==> config.mk <==
export PLATFORM = sky130hd
export DESIGN_NAME = line_dir_arbiter
export DESIGN_NICKNAME = d
export VERILOG_FILES = /design/src/rtl/arb_pkg.sv /design/src/rtl/line_sync.sv /design/src/rtl/edge_track.sv /design/src/rtl/cycle_timer.sv /design/src/rtl/arb_fsm.sv /design/src/rtl/line_dir_arbiter.sv
export SDC_FILE = /design/constraint.sdc
export NUM_CORES = 1
export LEC_CHECK = 0
export BUFFER_PORTS_ARGS = -buffer_cell sky130_fd_sc_hd__buf_2
export CAP_MARGIN = 20
export CORE_MARGIN = 2
export CORE_UTILIZATION = 30
export DETAILED_ROUTE_END_ITERATION = 8
export HOLD_SLACK_MARGIN = 0.03
export PLACE_DENSITY = 0.52
export SLEW_MARGIN = 20
export SYNTH_ARGS = -nofsm -noshare
export SYNTH_HDL_FRONTEND = slang
export SYNTH_SLANG_ARGS = --single-unit
export TNS_END_PERCENT = 50
==> constraint.sdc <==
create_clock -name clk -period 3.1 [get_ports clk]
set_input_delay 0.62 -clock clk [delete_from_list [all_inputs] [get_ports clk]]
set_output_delay 0.62 -clock clk [all_outputs]
set_load 0.05 [all_outputs]
==> src/rtl/arb_pkg.sv <==
// Package: shared types for the line direction arbiter.
// Assumes: side index 0 is the controller line and index 1 is the card line.
package arb_pkg;

    typedef enum logic [1:0] {
        ST_IDLE      = 2'd0,
        ST_WAIT      = 2'd1,
        ST_SLAVE_LOW = 2'd2,
        ST_PULLUP    = 2'd3
    } arb_state_t;

    typedef enum logic {
        SIDE_CTL = 1'b0,
        SIDE_CRD = 1'b1
    } side_t;

endpackage

==> src/rtl/line_sync.sv <==
// Module: line_sync
// Brings WIDTH asynchronous line levels into the clock domain through STAGES flops.
// Assumes: STAGES >= 2. Reset value is high, the idle level of an open-drain line.
module line_sync #(
    parameter int WIDTH  = 2,
    parameter int STAGES = 2
) (
    input  logic             clk,
    input  logic             rst_n,
    input  logic [WIDTH-1:0] d_i,
    output logic [WIDTH-1:0] q_o
);

    logic [STAGES-1:0][WIDTH-1:0] stg_q;

    // Shift chain: each stage takes the one before it.
    always_ff @(posedge clk) begin
        if (!rst_n) begin
            stg_q <= '1;
        end else begin
            for (int i = STAGES - 1; i > 0; i--) begin
                stg_q[i] <= stg_q[i-1];
            end
            stg_q[0] <= d_i;
        end
    end

    assign q_o = stg_q[STAGES-1];

endmodule

==> src/rtl/edge_track.sv <==
// Module: edge_track
// Keeps the previous synchronised level of each line and flags falling edges.
// Assumes: the inputs are already synchronised. Reset value is high, so no edge is seen out of reset.
module edge_track #(
    parameter int WIDTH = 2
) (
    input  logic             clk,
    input  logic             rst_n,
    input  logic [WIDTH-1:0] lvl_i,
    output logic [WIDTH-1:0] prev_o,
    output logic [WIDTH-1:0] fall_o
);

    logic [WIDTH-1:0] prev_q;

    // History register: one cycle of each line's level.
    always_ff @(posedge clk) begin
        if (!rst_n) prev_q <= '1;
        else        prev_q <= lvl_i;
    end

    // Edge detect, generated per line.
    for (genvar g = 0; g < WIDTH; g++) begin : g_fall
        assign fall_o[g] = prev_q[g] & ~lvl_i[g];
    end

    assign prev_o = prev_q;

endmodule

==> src/rtl/cycle_timer.sv <==
// Module: cycle_timer
// Up-counter that reports when it reaches a terminal value chosen by its user.
// Assumes: the user holds clear_i whenever it changes limit_i or stops timing.
module cycle_timer #(
    parameter int CW = 3
) (
    input  logic          clk,
    input  logic          rst_n,
    input  logic          clear_i,
    input  logic [CW-1:0] limit_i,
    output logic          done_o
);

    logic [CW-1:0] cnt_q;

    // Count cycles since the last clear.
    always_ff @(posedge clk) begin
        if (!rst_n || clear_i) cnt_q <= '0;
        else                   cnt_q <= cnt_q + 1'b1;
    end

    assign done_o = (cnt_q == limit_i);

    AST_TIMER_BOUND: assert property (@(posedge clk) disable iff (!rst_n)
        !clear_i |-> (cnt_q <= limit_i));

endmodule

==> src/rtl/arb_fsm.sv <==
// Module: arb_fsm
// Elects the master side, times the slave pull-down and the pull-up pulse,
// and maps the state onto per-side drive enables.
// Assumes: lvl_i, prev_i and fall_i come from synchronised lines. Index 0 is the controller side.
module arb_fsm
    import arb_pkg::*;
#(
    parameter int EDGE_DLY = 4,
    parameter int PU_LEN   = 3,
    parameter int CW       = 3
) (
    input  logic          clk,
    input  logic          rst_n,
    input  logic          en_i,
    input  logic [1:0]    lvl_i,
    input  logic [1:0]    prev_i,
    input  logic [1:0]    fall_i,
    input  logic          tmr_done_i,
    output logic          tmr_clear_o,
    output logic [CW-1:0] tmr_limit_o,
    output logic [1:0]    pd_o,
    output logic [1:0]    pu_o
);

    localparam logic [CW-1:0] DLY_LAST = CW'(EDGE_DLY - 1);
    localparam logic [CW-1:0] PU_LAST  = CW'(PU_LEN - 1);

    arb_state_t state_q, state_d;
    side_t      master_q, master_d;
    logic       both_idle;
    logic       mst_high, slv_high;

    assign both_idle = &prev_i;
    assign mst_high  = lvl_i[master_q];
    assign slv_high  = lvl_i[~master_q];

    // Next-state and election logic.
    always_comb begin
        state_d  = state_q;
        master_d = master_q;
        if (!en_i) begin
            state_d = ST_IDLE;
        end else begin
            case (state_q)
                ST_IDLE: begin
                    if (both_idle && fall_i[SIDE_CTL]) begin
                        state_d  = ST_WAIT;
                        master_d = SIDE_CTL;
                    end else if (both_idle && fall_i[SIDE_CRD]) begin
                        state_d  = ST_WAIT;
                        master_d = SIDE_CRD;
                    end
                end
                ST_WAIT: begin
                    if (mst_high)        state_d = slv_high ? ST_IDLE : ST_PULLUP;
                    else if (tmr_done_i) state_d = ST_SLAVE_LOW;
                end
                ST_SLAVE_LOW: begin
                    if (mst_high) state_d = ST_PULLUP;
                end
                default: begin
                    if (tmr_done_i) state_d = ST_IDLE;
                end
            endcase
        end
    end

    // State and master registers.
    always_ff @(posedge clk) begin
        if (!rst_n) begin
            state_q  <= ST_IDLE;
            master_q <= SIDE_CTL;
        end else begin
            state_q  <= state_d;
            master_q <= master_d;
        end
    end

    // Timer control: restart on every state change, hold at zero where unused.
    assign tmr_clear_o = (state_d != state_q) || (state_q == ST_IDLE) || (state_q == ST_SLAVE_LOW);
    assign tmr_limit_o = (state_q == ST_PULLUP) ? PU_LAST : DLY_LAST;

    // Drive enables per side: only the slave side is ever driven.
    for (genvar g = 0; g < 2; g++) begin : g_drive
        assign pd_o[g] = en_i && (state_q == ST_SLAVE_LOW) && (master_q != side_t'(g));
        assign pu_o[g] = en_i && (state_q == ST_PULLUP)    && (master_q != side_t'(g));
    end

    AST_PRIO_CTL: assert property (@(posedge clk) disable iff (!rst_n)
        (en_i && state_q == ST_IDLE && both_idle && (&fall_i)) |=> (master_q == SIDE_CTL));

    AST_MASTER_HELD: assert property (@(posedge clk) disable iff (!rst_n)
        (state_q != ST_IDLE) |=> ((state_q == ST_IDLE) || $stable(master_q)));

    AST_PU_ON_RELEASE: assert property (@(posedge clk) disable iff (!rst_n)
        (state_q == ST_PULLUP && $past(state_q) != ST_PULLUP) |-> $past(lvl_i[master_q]));

    AST_MASTER_UNDRIVEN: assert property (@(posedge clk) disable iff (!rst_n)
        (state_q != ST_IDLE) |-> !(pd_o[master_q] || pu_o[master_q]));

endmodule

==> src/rtl/line_dir_arbiter.sv <==
// Module: line_dir_arbiter (top)
// Links a controller-side and a card-side open-drain line. The first line to fall
// becomes the master, and its level is copied onto the other line through pull-down
// and active pull-up enables.
// Assumes: both line inputs are asynchronous, and EDGE_DLY + PU_LEN is far shorter than one bit period.
module line_dir_arbiter
    import arb_pkg::*;
#(
    parameter int EDGE_DLY    = 4,
    parameter int PU_LEN      = 3,
    parameter int SYNC_STAGES = 2
) (
    input  logic clk,
    input  logic rst_n,
    input  logic en_i,
    input  logic ctl_line_i,
    input  logic crd_line_i,
    output logic ctl_pd_o,
    output logic ctl_pu_o,
    output logic crd_pd_o,
    output logic crd_pu_o
);

    localparam int TMAX = (EDGE_DLY > PU_LEN) ? EDGE_DLY : PU_LEN;
    localparam int CW   = (TMAX < 2) ? 1 : $clog2(TMAX);

    logic [1:0]    lvl, prev, fall, pd, pu;
    logic          tmr_clear, tmr_done;
    logic [CW-1:0] tmr_limit;

    line_sync #(.WIDTH(2), .STAGES(SYNC_STAGES)) u_sync (
        .clk   (clk),
        .rst_n (rst_n),
        .d_i   ({crd_line_i, ctl_line_i}),
        .q_o   (lvl)
    );

    edge_track #(.WIDTH(2)) u_edge (
        .clk    (clk),
        .rst_n  (rst_n),
        .lvl_i  (lvl),
        .prev_o (prev),
        .fall_o (fall)
    );

    cycle_timer #(.CW(CW)) u_tmr (
        .clk     (clk),
        .rst_n   (rst_n),
        .clear_i (tmr_clear),
        .limit_i (tmr_limit),
        .done_o  (tmr_done)
    );

    arb_fsm #(.EDGE_DLY(EDGE_DLY), .PU_LEN(PU_LEN), .CW(CW)) u_fsm (
        .clk         (clk),
        .rst_n       (rst_n),
        .en_i        (en_i),
        .lvl_i       (lvl),
        .prev_i      (prev),
        .fall_i      (fall),
        .tmr_done_i  (tmr_done),
        .tmr_clear_o (tmr_clear),
        .tmr_limit_o (tmr_limit),
        .pd_o        (pd),
        .pu_o        (pu)
    );

    assign ctl_pd_o = pd[SIDE_CTL];
    assign ctl_pu_o = pu[SIDE_CTL];
    assign crd_pd_o = pd[SIDE_CRD];
    assign crd_pu_o = pu[SIDE_CRD];

    AST_ONE_DRIVE: assert property (@(posedge clk) disable iff (!rst_n)
        $countones({ctl_pd_o, ctl_pu_o, crd_pd_o, crd_pu_o}) <= 1);

    AST_QUIET_OFF: assert property (@(posedge clk) disable iff (!rst_n)
        !en_i |-> !(ctl_pd_o || ctl_pu_o || crd_pd_o || crd_pu_o));

    AST_RESET_QUIET: assert property (@(posedge clk)
        $past(rst_n) == 1'b0 |-> !(ctl_pd_o || ctl_pu_o || crd_pd_o || crd_pu_o));

endmodule

==> results.txt, run 1 <==
- Result of the run: finished, final reports clean
- Worst setup SP type: flip-flop
* Vias per Instance: 5.08
- Detailed placement finished with a half-perimeter wire length of 598 um.
- Counting every instance in the synthesized netlist gives 50.
- Post-CTS sizing: 0
* Routed length per placed instance: 10.7 um
- The clock drives 11 sinks.
- Layout filler cell count: 157
* Number of cells on the worst reg-to-reg path: 4
- Start of the worst register-to-register path: u_fsm.master_q$_SDFFE_PN0P_
- Measured along the y axis, the die boundary spans 43.4 um.
* Classification of the worst-slack hold path: reg2reg
- Max-capacitance violation count: 0
* Critical path arrival: 1.37 ns
- Clk root buf: clkbuf_4
- The repair_antennas step left the layout with diodes totalling 0.
- Across the routed clock network, the largest skew measured is 0.000802 ns.
* Fin crit period: 1.99 ns
* Largest delay share family, worst path: flip-flops
- After floorplanning, the core was sized to cover 1490 um^2.
- Overall fraction of global-route tracks in use: 0.106
- 9 I/O pins were placed.
- Synthesis instantiated 23 different standard cells from the library.
- Summing every instance area after synthesis gives 467 um^2.
- Number of hold-slack violations in the final timing report: 0
- In this run the horizontal extent of the chip is 43.4 um.
- Initial DRC count: 9
- Clock transition at the register clock pins on the worst setup and hold paths after CTS: 0.07 ns
- The count of pins over their slew limit was 0.
- Setup violations remaining at the end of the flow were counted as 0.
- Counting flops and latches in the post-synthesis netlist gives 11.
* Biggest cell delay along the critical path: 0.48 ns
- VDD sags by at most 0.210 mV.
* Residual DRC count: 0
- Critical path depth: 3
- Smallest setup slack after layout: 1.11 ns
* Post-CTS setup buffer count: 0
- The internal power of the cells totals 0.204 mW.
- Sequential power share: 0.571
- Of the total power, the share spent switching nets is 0.217.
- Biggest fanout along the worst timing path: 8
* Antenna violation net count after detailed routing: 0
- Cts hold-fix bufs: 0
* Insertion delay of the later-clocked pin in the worst-skew pair: 0.26 ns
- For this design the static power due to leakage is 0.215 nW.
* Total number of vias: 391
* Measured slew at the worst slew-check pin: 0.280 ns
- Across all hold checks on the routed design, the worst slack comes to 0.409 ns.
* Remaining max-slew budget at the tightest pin: 0.813
- Reg-to-reg setup timing slack: 1.82 ns
- Signed area change from the synthesized netlist to the final layout: 16.9%
- Buffers & Inverters on Critical Path: 2
- Proportion of synthesized chip area in sequential cells: 0.472
- Die Footprint: 1890 um^2
- After detailed routing, the total wire length is 827 um.
* Setup Total Neg Slack: 0 ns
- The library cells used most frequently in the layout, excluding fill and tap cells, are dfxtp_1, buf_2, nor2_1, nand2b_1.
- In this run the core area contains 14 standard-cell rows.
- In the final layout, the multi-input gates occupy 231 um^2.
- For this design the total switching power over the nets is 0.0565 mW.
* Number of warnings reported in the yosys synthesis log: 0
* First element of the critical path: u_fsm.state_q[0]$_SDFF_PN0_
- The via count of the first global-routing pass is 339.
- Sequential cell area in the final layout: 220 um^2
* GP Congestion: 0.698
- Power spread over the standard cell area amounts to 477 nW/um^2.
- Entering global routing, the biggest net connects 9 pins.
- In this run the number of H-tree levels came out at 1.
* Share of post-route cells with drive strength above 1: 0.246
- First-pass iteration count of the detailed router: 4
- Worst-case setup slack after placement: 1.27 ns
- The initial utilization of the core area, before any placement, comes to 0.313.
* Critical Path Sink Type: output port
* Comb pwr share: 0.064
- Endpoint required time on the critical path: 2.48 ns
* Cell type contributing the most total cell area after synthesis: dfxtp_1
- Cell with the largest stage delay on the worst path: dfxtp_1
- The average instance in the mapped netlist occupies 9.33 um^2.
- Number of buffers between clock root and the deepest sink: 2
* Inserted Clock Buffers: 3
* Highest achievable clock rate: 502 MHz
- The number of antenna violations at the first check in global routing is 0.
* Relative contribution of the clock network to total power: 0.365
- Cells along the critical path: inv_1 > nor3_1 > buf_2
- Counting every net in the synthesized netlist gives 55.
- In the finished design, the share of the clock period the worst path needs comes to 0.642.
- Port buffering added 8 buffers.
- Setup repair after global routing left no endpoint under its margin.
* GR Overflow Total: 0
* Worst reg2reg path endpoint: u_tmr.cnt_q[0]$_SDFF_PP0_
* Final layout net count: 67
* Largest cells by area after synthesis: dfxtp_1, nand2b_1, nor2_1
- TritonCTS clock tree: built
* Most common cell after layout, fill and taps aside: dfxtp_1
- The first global-routing pass estimated 1.42 mm of wire.
- Following the worst setup path forward leads to its endpoint at crd_pu_o.
- Share of the synthesized area in the top cell type: 0.472
* Critical path class: reg2out
==> Yosys cell counts <==
cell type and number:
nor2b_2 1, nor2_1 6, o221a_2 2, a21boi_0 1, a21oi_1 1, o21ai_0 1
and2_1 1, nor2b_1 1, dfxtp_1 11, nand2_1 2, buf_4 1, nand4b_1 2
nor3_1 2, mux2_4 1, nand3_1 1, o211ai_1 1, a31oi_1 1, nand4_1 3
xor2_1 1, a21boi_1 1, inv_1 2, and3_1 1, nand2b_1 6
==> cells by family (layout without fill, tap and decap cells) <==
| group | Yosys count | in the layout | synth area share |
|---|---|---|---|
| AND/OR/NAND/NOR | 26 | 26 | 0.314 |
| flip-flops | 11 | 11 | 0.472 |
| AO/OA/AOI/OAI | 8 | 8 | 0.131 |
| buffers and inverters | 3 | 14 | 0.0322 |
| XOR/XNOR | 1 | 1 | 0.0188 |
| multiplexers | 1 | 1 | 0.0322 |
==> power by group through the flow <==
stage               logic (mW)  clock network [mW]  registers, mW
global placement        0.0168                   0          0.152
global route            0.0188               0.108          0.149
CTS                     0.0168               0.100          0.149
floorplan               0.0122                   0          0.151
finish                  0.0166              0.0950          0.149
detailed placement      0.0166                   0          0.152
==> routing by layer <==
layer,track usage,vias up,wire length [um],share of wire
met2,0.143,14,357,0.43
met5,0,-,0,0
li1,-,199,-,-
met1,0.136,176,404,0.49
met3,0.0292,2,55,0.067
met4,0.0909,0,9,0.011
==> how the worst min path moves through the flow <==
stage                                    start                       end  slack (ns)  depth (start not counted)
CTS                 u_sync.stg_q[0]$_SDFF_PN1_  u_sync.q_o[0]$_SDFF_PN1_        0.41                          1
global route        u_sync.stg_q[1]$_SDFF_PN1_  u_sync.q_o[1]$_SDFF_PN1_        0.42                          1
finish              u_sync.stg_q[0]$_SDFF_PN1_  u_sync.q_o[0]$_SDFF_PN1_        0.41                          1
detailed placement  u_sync.stg_q[0]$_SDFF_PN1_  u_sync.q_o[0]$_SDFF_PN1_        0.39                          1
global placement    u_sync.stg_q[1]$_SDFF_PN1_  u_sync.q_o[1]$_SDFF_PN1_        0.39                          1
floorplan           u_sync.stg_q[0]$_SDFF_PN1_  u_sync.q_o[0]$_SDFF_PN1_        0.39                          1
==> layout make-up <==
cell class                 count  area share
tap                           16      0.0367
sequential                    11       0.404
multi-input combinational     36       0.424
timing repair buffer           8      0.0734
clock buffer                   4      0.0482
inverter                       2      0.0138
==> per-stage QoR <==
| stage | power (mW) | std cells | instance area (um^2) | util |
|---|---|---|---|---|
| final | 0.260 | 77 | 546 | 0.366 |
| after global routing | 0.276 | 77 | 546 | 0.366 |
| after CTS | 0.266 | 77 | 546 | 0.366 |
| after detailed placement | 0.169 | 73 | 519 | 0.349 |
| after global placement | 0.169 | 73 | 519 | 0.349 |
| after floorplan | 0.163 | 50 | 467 | - |
==> state kept, by name, summed over array words and instances (netlist names) <==
| name | flops |
|---|---|
| u_tmr.cnt_q | 2 |
| u_sync.stg_q | 2 |
| u_fsm.state_q | 2 |
| u_sync.q_o | 2 |
| u_edge.prev_o | 2 |
| u_fsm.master_q | 1 |
==> worst reg2reg max path, stage by stage, from the launching register on <==
cell     delay [ns]
dfxtp_1        0.42
mux2_4         0.33
a31oi_1        0.14
o221a_2        0.24
nor2_1         0.05
(Power assumes the default switching activity.)
==> run 2: changes to the inputs <==
--- a/config.mk
+++ b/config.mk
@@ -5,13 +5,14 @@
 export SDC_FILE = /design/constraint.sdc
 export NUM_CORES = 1
 export LEC_CHECK = 0
+export ABC_AREA = 1
 export BUFFER_PORTS_ARGS = -buffer_cell sky130_fd_sc_hd__buf_2
 export CAP_MARGIN = 20
 export CORE_MARGIN = 2
 export CORE_UTILIZATION = 30
 export DETAILED_ROUTE_END_ITERATION = 8
 export HOLD_SLACK_MARGIN = 0.03
-export PLACE_DENSITY = 0.52
+export PLACE_DENSITY = 0.53
 export SLEW_MARGIN = 20
 export SYNTH_ARGS = -nofsm -noshare
 export SYNTH_HDL_FRONTEND = slang
==> constraint.sdc (replaced) <==
create_clock -name clk -period 1.6 [get_ports clk]
set_input_delay 0.32 -clock clk [delete_from_list [all_inputs] [get_ports clk]]
set_output_delay 0.32 -clock clk [all_outputs]
set_load 0.05 [all_outputs]
==> results.txt, run 2 <==
- Result of the run: finished, final reports clean
* Total routed wirelength: 829 um (+0.24%)
- Among all stages on the critical path, the largest delay is contributed by dfxtp_2.
* Start of the worst register-to-register path: u_fsm.state_q[0]$_SDFF_PN0_
- Relative to the synthesized area, the layout overhead comes to 14.9%.
* Initial DRC count: 3 (-6)
- Number of hold-slack violations in the final timing report: 0 (unchanged)
- The average cell area after synthesis is 7.42 um^2 (-21%).
- The worst clock skew came to 0.00268 ns (+0.00187 ns).
* Worst reg2reg path endpoint: u_tmr.cnt_q[0]$_SDFF_PP0_
* Number of rows in the core area: 14 (unchanged)
- The number of detailed-route iterations in the first pass came to 4 (unchanged).
- Overall fraction of global-route tracks in use: 0.111 (+0.00516)
- Finish-stage setup viols: 0 (unchanged)
* Synth Net Count: 73 (+33%)
- Clock transition at the register clock pins on the worst setup and hold paths after CTS: 0.07 ns (about the same)
* Pin count of the biggest net entering global routing: 9 (unchanged)
- Final clock period utilization by the worst path: 0.944
* Largest delay share family, worst path: flip-flops
* Global-route wire length before repair: 1.49 mm (+4.9%)
* Number of antenna violations at the first check in global routing: 0 (unchanged)
- The number of max-capacitance violations reported was 0 (unchanged).
- The hold-fix buffer count after cts came to 0 (unchanged).
- Post-synthesis sequential element count: 11 (unchanged)
- Critical path arrival: 1.19 ns (-0.18 ns)
- The critical path goes through nand2_1 > nor3_1 > clkbuf_4.
* TritonCTS clock tree: built
- Leakage power: 0.280 nW (+30%)
* Highest achievable clock rate: 662 MHz
- The top-level port count is 9 (unchanged).
- Largest cells by area after synthesis: dfxtp_1, nand2_1, inv_1
* Number of cells on the worst reg-to-reg path: 6 (+2)
- Count of cells along the worst hold path: 2 (+1)
- Library cell with the highest instance count after synthesis: nand2_1
- The remaining antenna violation count after routing was 0 (unchanged).
- The final RePlAce weighted congestion is 0.756 (+8.3%).
- Insertion delay of the later-clocked pin in the worst-skew pair: 0.26 ns (about the same)
* Critical path class: reg2out
- The area of the core came to 1540 um^2 (+3.5%).
- The total global routing overflow came to 0 (unchanged).
- Buffers & Inverters on Critical Path: 1 (-1)
* Final layout net count: 84 (+25%)
- Maximum level of the CTS H-tree: 1 (unchanged)
* Synthesized cell area: 504 um^2 (+8.0%)
* Proportion of synthesized chip area in sequential cells: 0.437 (-0.0351)
- Ratio of total power to cell area: 877 nW/um^2 (+84%)
- The via density per instance was 4.44 (-13%).
* Biggest cell delay along the critical path: 0.42 ns (-0.06 ns)
* Die Footprint: 2020 um^2 (+7.3%)
- The synthesized netlist cell count was 68 (+36%).
- Biggest fanout along the worst timing path: 8 (unchanged)
- Most common cell after layout, fill and taps aside: nand2_1
- Number of warnings reported in the yosys synthesis log: 0 (unchanged)
- The critical path data required time is 1.28 ns (-1.20 ns).
- The maximum clock insertion buffer count came to 2 (unchanged).
- For hold timing, the worst endpoint is u_sync.stg_q[1]$_SDFF_PN1_.
- RSZ-0062 raised after global routing: false
- Effective utilization at floorplan: 0.327 (+0.0137)
* Cell type contributing the most total cell area after synthesis: dfxtp_1
- PortBufs: 8 (unchanged)
- The worst path in the final design needs a cycle of 1.51 ns, including I/O delays and setup.
- Hold WS: 0.234 ns (-0.175 ns)
- The detailed placement HPWL was 637 um (+6.4%).
- Worst setup SP type: flip-flop
- The number of standard cells in the final layout excluding fillers came to 94 (+22%).
- Most frequent cells in the layout: nand2_1, inv_1, nor2_1, dfxtp_1, clkbuf_4
- The number of distinct library cells after synthesis came to 16 (-30%).
* Residual DRC count: 0 (unchanged)
- Number of enable flip-flop cells after synthesis: 0 (unchanged)
- Clk root buf: clkbuf_4
* ANT cells: 0 (unchanged)
* Share of post-route cells with drive strength above 1: 0.269 (+0.0233)
- The placed instance count came to 90 (+23%).
- Classification of the worst-slack hold path: in2reg
* Total count of max-transition violations in the final report: 0 (unchanged)
* Share of the synthesized area in the top cell type: 0.437 (-0.0351)
* Fraction of registers with async set or reset after synthesis: 0 (unchanged)
* Reg-to-reg setup timing slack: 0.46 ns (-1.36 ns)
- Among all flip-flop cells after synthesis, the most frequent one is dfxtp_1.
- The average detailed-routed wire length per instance was 8.82 um (-18%).
- The number of CTS-inserted buffers was 3 (unchanged).
- Measured slew at the worst slew-check pin: 0.246 ns (-0.0340 ns)
- The startpoint identified for the worst hold timing path is crd_line_i.
* Post-layout power: 0.508 mW (+95%)
- The width of the die is 45.0 um (+3.6%).
- Ranking of synthesized cells by instance count: nand2_1, dfxtp_1, inv_1, nor2_1, nor3_1
- Remaining max-slew budget at the tightest pin: 0.837 (+0.0241)
* # clock sinks: 11 (unchanged)
* Peak supply drop: 0.374 mV (+78%)
* Via count of the first global-routing pass: 394 (+16%)
* Total number of vias: 417 (+6.6%)
- The die extent in y is 45.0 um (+3.6%).
- Critical Path Sink Type: output port
- Final core utilization: 0.376 (+0.00942)
run 2: cell families (layout without fill, tap and decap cells):
family	after synthesis	after routing	synth area share
xor gates and xnor gates	1	1	0.0174
buffers and inverters	12	22	0.119
AOI/OAI and AO/OA	7	7	0.0769
and+or+nand+nor	37	37	0.350
DFF	11	11	0.437
run 2: timing repair:
action	CTS	global route
setup endpoints to repair	4	3
hold endpoints to repair	0	0
resized for setup	2	4
setup buffers	0	0
run 2: worst max path at each step:
stage                                      startpoint        to  slack (ns)  cells after the start
final                     u_fsm.state_q[1]$_SDFF_PN0_  ctl_pd_o        0.09                      3
after global routing      u_fsm.state_q[1]$_SDFF_PN0_  crd_pd_o        0.02                      3
after CTS                 u_fsm.master_q$_SDFFE_PN0P_  ctl_pu_o        0.03                      3
after detailed placement  u_fsm.state_q[1]$_SDFF_PN0_  crd_pd_o        0.24                      3
after global placement    u_fsm.state_q[1]$_SDFF_PN0_  crd_pd_o        0.27                      3
after floorplan           u_fsm.state_q[1]$_SDFF_PN0_  crd_pd_o       -0.27                      3
run 2: final cells by class:
type                    instances  area (um^2)
inverters                      10         37.5
flip-flops and latches         11          224
well taps                      16         20.0
fillers                       182          962
repair buffers                  8         47.5
multi-input cells              45          224
clock buffers                   4         26.3
run 2: where the power goes:
group | switching [mW] | internal [mW]
combinational | 0.0189 | 0.0142
clock | 0.0888 | 0.0964
sequential | 0.00679 | 0.283
total | 0.115 | 0.393
run 2: metal layers:
| metal | track usage | wire (um) |
|---|---|---|
| met5 | 0 | 0 |
| met4 | 0.141 | 17 |
| met3 | 0.0240 | 35 |
| met2 | 0.160 | 365 |
| met1 | 0.119 | 411 |
run 2: stage by stage:
step | setup TNS [ns] | setup slack (ns) | instance area [um^2]
after detailed placement | 0 | 0.236 | 542
after floorplan | -1.03 | -0.269 | 504
after CTS | 0 | 0.0257 | 571
final | 0 | 0.0895 | 579
after global routing | 0 | 0.0153 | 579
after global placement | 0 | 0.274 | 542
==> run 3: changes to the inputs <==
--- a/config.mk
+++ b/config.mk
@@ -5,7 +5,6 @@
 export SDC_FILE = /design/constraint.sdc
 export NUM_CORES = 1
 export LEC_CHECK = 0
-export ABC_AREA = 1
 export BUFFER_PORTS_ARGS = -buffer_cell sky130_fd_sc_hd__buf_2
 export CAP_MARGIN = 20
 export CORE_MARGIN = 2
@@ -13,6 +12,7 @@
 export DETAILED_ROUTE_END_ITERATION = 8
 export HOLD_SLACK_MARGIN = 0.03
 export PLACE_DENSITY = 0.53
+export RECOVER_POWER = 100
 export SLEW_MARGIN = 20
 export SYNTH_ARGS = -nofsm -noshare
 export SYNTH_HDL_FRONTEND = slang
==> results.txt, run 3 (synthesized netlist as in run 1, its figures left out) <==
- The run finished with clean final reports.
- The hold-fix buffer count after cts came to 0 (unchanged).
* Share of post-route cells with drive strength above 1: 0.262 (-0.00694)
* Critical path class: reg2out
- Most frequent cells in the layout: dfxtp_1, nor2_1, nand2b_1
- Critical Path Sink Type: output port
* Reg-to-reg setup timing slack: 0.22 ns (-0.24 ns)
* GR Overflow Total: 0 (unchanged)
- Number of antenna violations at the first check in global routing: 0 (unchanged)
- ANT cells: 0 (unchanged)
- Number of cells on the worst reg-to-reg path: 4 (-2)
* GP Congestion: 0.706 (-6.7%)
* Biggest cell delay along the critical path: 0.40 ns (-0.02 ns)
- The logic gate share of total power is 0.062 (-0.003).
* First-pass iteration count of the detailed router: 4 (unchanged)
* Inserted Clock Buffers: 3 (unchanged)
- Routed length per placed instance: 12.0 um (+36%)
- Number of rows in the core area: 14 (unchanged)
* Core area: 1490 um^2 (-3.4%)
* Clk root buf: clkbuf_4
- Vias per Instance: 5.12 (+15%)
- Effective utilization at floorplan: 0.313 (-0.0137)
- Global-route wire length before repair: 1.57 mm (+5.1%)
- The transition time of the tightest slew-check pin was 0.341 ns (+0.0946 ns).
- Total number of vias: 394 (-5.5%)
* Number of buffers between clock root and the deepest sink: 2 (unchanged)
* Maximum clock skew at final layout: 0.00151 ns (-0.00117 ns)
* Ratio of total power to cell area: 931 nW/um^2 (+6.2%)
* Initial DRC count: 10 (+7)
- Cell with the largest stage delay on the worst path: dfxtp_2
* Leakage power: 0.210 nW (-25%)
- Internal power of the cells: 0.390 mW (-0.96%)
- The placed instance count is 73 (-19%).
- The startpoint identified for the worst register-to-register timing path is u_fsm.master_q$_SDFFE_PN0P_.
- The number of standard cells in the final layout excluding fillers came to 77 (-18%).
* Post-layout power: 0.514 mW (+1.2%)
- Via count of the first global-routing pass: 338 (-14%)
- The post-CTS clock slew at the launch and capture registers of the worst setup and hold paths is 0.08 ns (about the same).
* Pin count of the biggest net entering global routing: 9 (unchanged)
* Layout filler cell count: 157 (-14%)
- The worst hold path begins at crd_line_i.
- The H-tree depth is 1 (unchanged).
* Endpoint of the worst hold-timing path: u_sync.stg_q[1]$_SDFF_PN1_
- Die Footprint: 1890 um^2 (-6.8%)
- Die width: 43.4 um (-3.5%)
* Worst reg2reg path endpoint: u_fsm.state_q[0]$_SDFF_PN0_
* Total I/O pin count: 9 (unchanged)
- The fraction of the cycle the final worst path needs came to 0.945 (+0.00110).
- Peak supply drop: 0.349 mV (-6.7%)
* Finish-stage setup viols: 0 (unchanged)
- Hold WS: 0.221 ns (-0.0129 ns)
- Reported net switching power: 0.124 mW (+8.6%)
* Max-capacitance violation count: 0 (unchanged)
* Placed inst area: 524 um^2 (-3.2%)
- The data arrival time of the critical path is 1.19 ns (about the same).
* Sequential power share: 0.561 (-0.009)
- Cells along the critical path: nand2_1 > nor3_1 > clkbuf_2
- The library cell used most frequently in the layout, excluding fill and tap cells, is dfxtp_1.
* Relative contribution of the clock network to total power: 0.377 (+0.012)
- The remaining antenna violation count after routing came to 0 (unchanged).
* Total routed wirelength: 922 um (+11%)
- Residual DRC count: 0 (unchanged)
- The total routing resource utilization after global routing came to 0.120 (+0.00898).
* Count of cells along the worst hold path: 2 (unchanged)
* Switching share of total power: 0.242 (+0.0164)
- Endpoint required time on the critical path: 1.28 ns (about the same)
- Post-CTS sizing: 2 (unchanged)
- Signed area change from the synthesized netlist to the final layout: 18.2%
* PortBufs: 8 (unchanged)
- The worst hold path belongs to the class in2reg.
* # clock sinks: 11 (unchanged)
- The number of nets at the end of the flow is 67 (-20%).
- The cell area after layout is 552 um^2 (-4.8%).
- Half-perimeter wire length after placement: 584 um (-8.3%)
- Insertion delay of the later-clocked pin in the worst-skew pair: 0.27 ns (about the same)
- Biggest fanout along the worst timing path: 7 (-1)
- The post-CTS setup repair buffer count is 0 (unchanged).
* TritonCTS clock tree: built
- Number of hold-slack violations in the final timing report: 0 (unchanged)
- Highest achievable clock rate: 661 MHz (-0.12%)
- RSZ-0062 raised after global routing: false
* Worst setup SP type: flip-flop
* Chip Height: 43.4 um (-3.5%)
- The time the final worst path needs with I/O delays and setup came to 1.51 ns (+0.00177 ns).
- The count of pins over their slew limit was 0 (unchanged).
- Remaining max-slew budget at the tightest pin: 0.773 (-0.0642)
[run 3: power by group through the flow]
stage,combinational (mW),sequential (mW),clock (mW)
3_3_place_gp,0.0326,0.295,0
4_1_cts,0.0334,0.289,0.203
5_1_grt,0.0355,0.290,0.219
6_report,0.0316,0.288,0.194
2_1_floorplan,0.0238,0.292,0
3_5_place_dp,0.0322,0.295,0
[run 3: how the worst max path moves through the flow]
stage	startpoint	end	cells after the start
2_1_floorplan	u_fsm.state_q[1]$_SDFF_PN0_	crd_pd_o	2
4_1_cts	u_fsm.state_q[1]$_SDFF_PN0_	crd_pd_o	3
3_5_place_dp	u_fsm.state_q[0]$_SDFF_PN0_	crd_pu_o	3
6_report	u_fsm.state_q[1]$_SDFF_PN0_	crd_pd_o	3
5_1_grt	u_fsm.state_q[0]$_SDFF_PN0_	crd_pu_o	3
3_3_place_gp	u_fsm.state_q[0]$_SDFF_PN0_	crd_pu_o	3
[run 3: per-layer routing]
metal | vias to the layer above | global-route usage | part of all wire
met4 | 0 | 0.109 | 0.013
met5 | - | 0 | 0
met3 | 2 | 0.0417 | 0.065
met1 | 177 | 0.161 | 0.50
met2 | 16 | 0.146 | 0.43
li1 | 199 | - | -
[run 3: cell type report]
type / instances / area, um^2 / area share
Multi-Input combinational cell: 36 / 230 / 0.417
Tap cell: 16 / 20.0 / 0.0363
Timing Repair Buffer: 8 / 43.8 / 0.0794
Sequential cell: 11 / 223 / 0.404
Clock inverter: 1 / 5.00 / 0.00907
Clock buffer: 3 / 22.5 / 0.0408
Inverter: 2 / 7.51 / 0.0136
[run 3: per-stage QoR]
stage	setup TNS (ns)	util	setup slack (ns)
after global routing	0	0.371	0.00798
after CTS	0	0.373	0.0268
after global placement	0	0.352	0.223
after floorplan	-0.260	-	-0.260
after detailed placement	0	0.352	0.226
final	0	0.371	0.0878
[run 3: critical path: cells and delay by family (launching register included)]
family | cells | cell delay, ns
flops | 1 | 0.40
simple gates | 2 | 0.22
buf+inv | 1 | 0.30
